<file path="config.mk">
export PLATFORM = sky130hd
export DESIGN_NAME = serial_disp_drv
export DESIGN_NICKNAME = d
export VERILOG_FILES = /design/src/rtl/serial_disp_drv.sv
export SDC_FILE = /design/constraint.sdc
export NUM_CORES = 1
export LEC_CHECK = 0
export BUFFER_PORTS_ARGS = -buffer_cell sky130_fd_sc_hd__buf_4
export CAP_MARGIN = 15
export CORE_MARGIN = 4
export CORE_UTILIZATION = 50
export CTS_BUF_LIST = sky130_fd_sc_hd__clkbuf_8
export DETAILED_ROUTE_END_ITERATION = 7
export PLACE_DENSITY = 0.77
export SLEW_MARGIN = 10
export SYNTH_ARGS = -nofsm -noshare
export SYNTH_HDL_FRONTEND = slang
export SYNTH_SLANG_ARGS = --single-unit
</file>
<file path="constraint.sdc">
create_clock -name clk -period 2.85 [get_ports clk]
set_input_delay 0.285 -clock clk [delete_from_list [all_inputs] [get_ports clk]]
set_output_delay 0.285 -clock clk [all_outputs]
set_load 0.01 [all_outputs]
</file>
<file path="src/rtl/serial_disp_drv.sv">
module serial_disp_drv #(
  parameter int WIDTH       = 20,
  parameter int SYNC_STAGES = 2
) (
  input  logic             clk,
  input  logic             rst_n,
  input  logic             ser_clk,
  input  logic             ser_en,
  input  logic             ser_din,
  input  logic             blank,
  output logic             ser_dout,
  output logic [WIDTH-1:0] drv_out
);

  logic [SYNC_STAGES:0]   clk_pipe;
  logic [SYNC_STAGES:0]   en_pipe;
  logic [SYNC_STAGES-1:0] din_pipe;
  logic [WIDTH-1:0]       sr;
  logic [WIDTH-1:0]       latch;

  always_ff @(posedge clk or negedge rst_n) begin
    if (!rst_n) begin
      clk_pipe <= '0;
      en_pipe  <= '0;
      din_pipe <= '0;
    end else begin
      clk_pipe <= {clk_pipe[SYNC_STAGES-1:0], ser_clk};
      en_pipe  <= {en_pipe[SYNC_STAGES-1:0], ser_en};
      din_pipe <= {din_pipe[SYNC_STAGES-2:0], ser_din};
    end
  end

  wire clk_s    = clk_pipe[SYNC_STAGES-1];
  wire en_s     = en_pipe[SYNC_STAGES-1];
  wire din_s    = din_pipe[SYNC_STAGES-1];
  wire clk_rise = clk_s & ~clk_pipe[SYNC_STAGES];
  wire clk_fall = ~clk_s & clk_pipe[SYNC_STAGES];
  wire en_fall  = ~en_s & en_pipe[SYNC_STAGES];

  always_ff @(posedge clk or negedge rst_n) begin
    if (!rst_n) begin
      sr       <= '0;
      latch    <= '0;
      ser_dout <= 1'b0;
    end else begin
      if (en_s && clk_rise) sr <= {din_s, sr[WIDTH-1:1]};
      if (en_s && clk_fall) ser_dout <= sr[0];
      if (en_fall) latch <= sr;
    end
  end

  assign drv_out = blank ? '0 : latch;

endmodule

</file>
==> results of run 1 <==
[flip-flops by register name, summed over array words and instances, names as in the netlist]
name and flops:
en_pipe 3, clk_pipe 3, sr 20, din_pipe 2
ser_dout 1, latch 20
[worst max-delay path: cells and delay by family, from the launching register on]
family | cells | cell delay [ns]
muxes | 1 | 0.54
DFF | 1 | 0.38
and+or+nand+nor | 1 | 0.73
[cells by family (layout without fill, tap and decap cells)]
family | after synthesis | after routing | synth area share
buf+inv | 6 | 35 | 0.02397
flops | 49 | 49 | 0.6525
mux | 41 | 41 | 0.2457
simple gates | 23 | 23 | 0.07790
[power breakdown]
part	switching (mW)	internal (mW)	total (mW)	leakage, nW
clock network	0.206	0.282	0.489	0.0626
registers	0.0674	0.808	0.876	0.642
logic	0.0874	0.148	0.235	0.407
total	0.361	1.24	1.60	1.11
[synth_stat cells]
library cell / number
mux2_2: 40
nor2b_1: 21
buf_4: 2
dfrtp_1: 49
buf_6: 2
nand3b_1: 2
mux2_1: 1
clkbuf_1: 2
[final timing paths]
kind / from / endpoint / slack [ns] / depth (start not counted)
min in group clk: ser_clk / clk_pipe[0] / 0.09 / 1
max: clk_pipe[2] / sr[11] / 1.07 / 2
min: rst_n / latch[2] / -0.01 / 1
max in group asynchronous: rst_n / latch[12] / 2.47 / 1
min reg2reg: din_pipe[0] / din_pipe[1] / 0.35 / 0
max reg2reg: clk_pipe[2] / sr[11] / 1.07 / 2
[final cells by class]
| cell class | count | area, µm² | share of cell area |
|---|---|---|---|
| sequential | 49 | 1226 | 0.5534 |
| multi-input combinational | 64 | 610.6 | 0.2756 |
| timing repair buffer | 27 | 202.7 | 0.09147 |
| clock buffer | 6 | 82.58 | 0.03727 |
| tap | 48 | 60.06 | 0.02710 |
| clock inverter | 2 | 33.78 | 0.01525 |
[per-layer routing]
layer	share of wire	global-route usage	vias up	routed length, µm
met5	0	0	-	0
met4	0.017	0.06508	0	46
met3	0.050	0.04638	5	137
met2	0.49	0.2076	23	1362
met1	0.44	0.1663	513	1211
li1	-	-	457	-
[metrics by stage]
step           power, mW  std cells    util  setup slack (ns)  hold slack, ns
2_1_floorplan      1.024        119       -             1.701        -0.01059
3_3_place_gp       1.112        188  0.5778             1.170          0.3215
3_5_place_dp       1.130        188  0.5778             1.066          0.3283
4_1_cts            1.620        196  0.6098             1.060         0.01072
5_1_grt            1.686        196  0.6098            0.9562         0.02501
6_report           1.599        196  0.6098             1.075        -0.01262
==> impl_metrics.tcl, run 1 <==
set metrics [dict create \
    hold_violations 29 \
    antenna_found_initial 0 \
    clockRootBuffer "clkbuf_8" \
    start_kind "flip-flop" \
    vias_per_cell 5.092 \
    dr.pass1.iters 3 \
    diodes 0 \
    cts_htree_levels 2 \
    final.setup.tns_ns 0 \
    area_growth_pct 17.91 \
    wire_per_inst_um 14.07 \
    period_needed_ns 1.775 \
    synth.yosys.seq_area_share 0.6525 \
    cts_hold_buffers 0 \
    drc_errors 0 \
    avgSynthCellArea_um2 15.79 \
    ios 27 \
    rsz0062_at_grt "false" \
    final_common_cell "dfrtp_1" \
    grt_pass1_wl_um 5092 \
    cts_resized 0 \
    die_w_um 69.31 \
    ys_top_cells_by_area "dfrtp_1 (65%), mux2_2 (24%), nor2b_1 (7.0%), buf_6 (1.2%), buf_4 (0.80%)" \
    vias 998 \
    die_h_um 69.31 \
    syn_area_mm2 0.001879 \
    grt_max_degree 50 \
    initial_utilization 0.5172 \
    postCtsSetupRepairBufs 0 \
    design_area_mm2 0.002216 \
    finalWirelength_um 2757 \
    cts_tree "yes" \
    power_per_cell_area_mw_per_mm2 721.8 \
    p_leak_nw 1.112 \
    fmaxAchievable_mhz 563.4 \
    ir_drop_mv 0.5526 \
    dpl_cell_area_mm2 0.002100 \
    grt_overflow 0 \
    clk_path_buf_depth 2 \
    crit_path_max_fanout 20 \
    hold_class "in2async" \
    fin_nets 153 \
    synthesis.nets 125 \
    ant_nets 0 \
    routabilityCongestion 0.6791 \
    end_kind "flip-flop" \
    fp.dieArea_mm2 0.004803 \
    core_mm2 0.003633 \
    max_slew_margin 0.3577 \
    finalCritPeriodShare 0.6228 \
    grt_pass1_vias 1063 \
    final_cell_mix "dfrtp_1 (49), mux2_2 (40), buf_4 (27)" \
    crit_chain "nand3b_1, mux2_2" \
    skew_ns 0.005528 \
    grt_use_total 0.1336 \
    failed_checks "hold timing" \
    cts_sinks 49 \
    cp_data_required_time_ns 3.02 \
    maxCapViolCount 0 \
    dp_hpwl_um 1929 \
    path_class "reg2reg" \
    hold_slack_ns -0.01262 \
    cp_slowest_cell "nand3b_1" \
    worst_pin_slew_ns 0.9606 \
    finalSetupViolations 0 \
    ys_ff_latch 49 \
    status "finished with violations" \
    synthCells 119 \
    clk_pin_slew_worst_paths_ns 0.08 \
    initialDrtViolationCount 47 \
    cts_made_buffers 5 \
    yosysWarnings 0 \
    insertion_delay_ns 0.29 \
    synth.distinct_cells 8 \
    io_buffers 26 \
    core.rowCount 22 \
    drv_slew 0 \
    slowest_delay_ns 0.73 \
    fill_cells 311 \
    crit_arrival_ns 1.95 \
    drive_gt1_frac 0.5068 \
    yosys.area.top_type "dfrtp_1" \
    yosys.area.top_type_share 0.6525 \
]
Power figures use the tool's default switching activity.
==> run 2, diff against run 1 <==
- clock period: 2.85 -> 1.75 ns (I/O delays scaled with it)
==> impl_metrics.tcl, run 2 (same netlist as run 1, synthesis figures left out) <==
set metrics [dict create \
    antenna_found_initial 0 \
    drv_slew 0 \
    start_kind "flip-flop" \
    grt_max_degree 50 \
    cts_htree_levels 2 \
    layout_setup_ws_ns 0.5451 \
    crit_chain "nor2b_2, buf_4, mux2_2" \
    initial_utilization 0.5172 \
    final_common_cell "dfrtp_1" \
    max_slew_margin 0.6186 \
    die_w_um 69.31 \
    fmaxAchievable_mhz 830.0 \
    area_growth_pct 19.44 \
    utilization 0.6178 \
    cts_resized 0 \
    cts_made_buffers 5 \
    reg_top3 "latch: 20 flops, sr: 20 flops" \
    vias 995 \
    finalWirelength_um 2690 \
    path_class "reg2reg" \
    hold_violations 0 \
    core_mm2 0.003633 \
    dr.pass1.iters 3 \
    wire_per_inst_um 13.25 \
    core.rowCount 22 \
    ir_drop_mv 0.7839 \
    clk_pin_slew_worst_paths_ns 0.09 \
    cp_slowest_cell "dfrtp_1" \
    worstSetupEndpoint "latch[5]" \
    slowest_delay_ns 0.42 \
    hold_slack_ns 0.3521 \
    p_leak_nw 1.129 \
    maxCapViolCount 0 \
    clockRootBuffer "clkbuf_8" \
    total_power_mw 2.422 \
    vias_per_cell 4.901 \
    cts_tree "yes" \
    insertion_delay_ns 0.29 \
    startpoint "en_pipe[1]" \
    place_ws_ns 0.5373 \
    crit_path_max_fanout 11 \
    fill_cells 290 \
    hold_class "reg2reg" \
    timing.rr.start "en_pipe[1]" \
    grt_pass1_vias 1015 \
    crit_arrival_ns 1.39 \
    rsz0062_at_grt "false" \
    final_cell_mix "dfrtp_1 (49), mux2_2 (40), buf_4 (30)" \
    grt_pass1_wl_um 4733 \
    path_depth 3 \
    routabilityCongestion 0.6988 \
    finalCritPeriodShare 0.6885 \
    drc_errors 0 \
    io_buffers 26 \
    period_needed_ns 1.205 \
    drive_gt1_frac 0.5032 \
    worst_pin_slew_ns 0.5721 \
    fp.dieArea_mm2 0.004803 \
    dpl_cell_area_mm2 0.002122 \
    diodes 0 \
    final.setup.tns_ns 0 \
    hold_path_depth 0 \
    ios 27 \
    regToRegSetupSlack_ns 0.55 \
    dpl.cell_count 191 \
    cp_data_required_time_ns 1.93 \
    end_kind "flip-flop" \
    dp_hpwl_um 1852 \
    design_area_mm2 0.002245 \
    power_per_cell_area_mw_per_mm2 1079 \
    rr_worst_depth 3 \
    grt_overflow 0 \
    die_h_um 69.31 \
    status "completed" \
    fin_nets 160 \
    initialDrtViolationCount 34 \
    clk_path_buf_depth 2 \
    grt_use_total 0.1244 \
    stdcell_count 203 \
    ant_nets 0 \
    skew_ns 0.005859 \
    cts_sinks 49 \
    critPathBufInv 1 \
    r2r_end "latch[5]" \
    crit_family "flip-flops" \
    finalSetupViolations 0 \
]
## run 2: changes by cell type in the layout (fill, tap and decap cells not counted)
cell / delta
buf_4: +3
bufinv_16: -1
clkbuf_8: -1
clkinv_2: +2
dlygate4sd3_1: +4
## run 2: worst min path at each step
stage	startpoint	to	slack, ns
global placement	rst_n	sr[2]	0.21
floorplan	rst_n	clk_pipe[0]	-0.12
CTS	clk_pipe[0]	clk_pipe[1]	0.36
global route	clk_pipe[0]	clk_pipe[1]	0.37
detailed placement	rst_n	latch[2]	0.22
finish	clk_pipe[0]	clk_pipe[1]	0.35
## run 2: routing by layer
layer / part of all wire / vias up / wire length (µm) / global-route usage
met5: 0 / - / 0 / 0
met2: 0.51 / 23 / 1364 / 0.2055
met1: 0.43 / 502 / 1161 / 0.1453
li1: - / 468 / - / -
met3: 0.057 / 2 / 154 / 0.05507
met4: 0.0033 / 0 / 9 / 0.03905
## run 2: what timing repair did
item                      4_1_cts  5_1_grt
hold buffers                    4        0
buffers inserted                0        0
hold endpoints to repair       52        0
## run 2: power by group
part           leakage [nW]  switching (mW)  internal, mW
clock                0.0491           0.337         0.271
combinational         0.438           0.141         0.249
sequential            0.642           0.107          1.32
total                  1.13           0.585          1.84
## run 2: layout make-up
cell class | count | area (µm²) | area share
Sequential cell | 49 | 1226 | 0.5463
Multi-Input combinational cell | 64 | 610.6 | 0.2720
Timing Repair Buffer | 34 | 265.3 | 0.1182
Clock buffer | 5 | 68.82 | 0.03066
Tap cell | 48 | 60.06 | 0.02676
Clock inverter | 3 | 13.76 | 0.006132
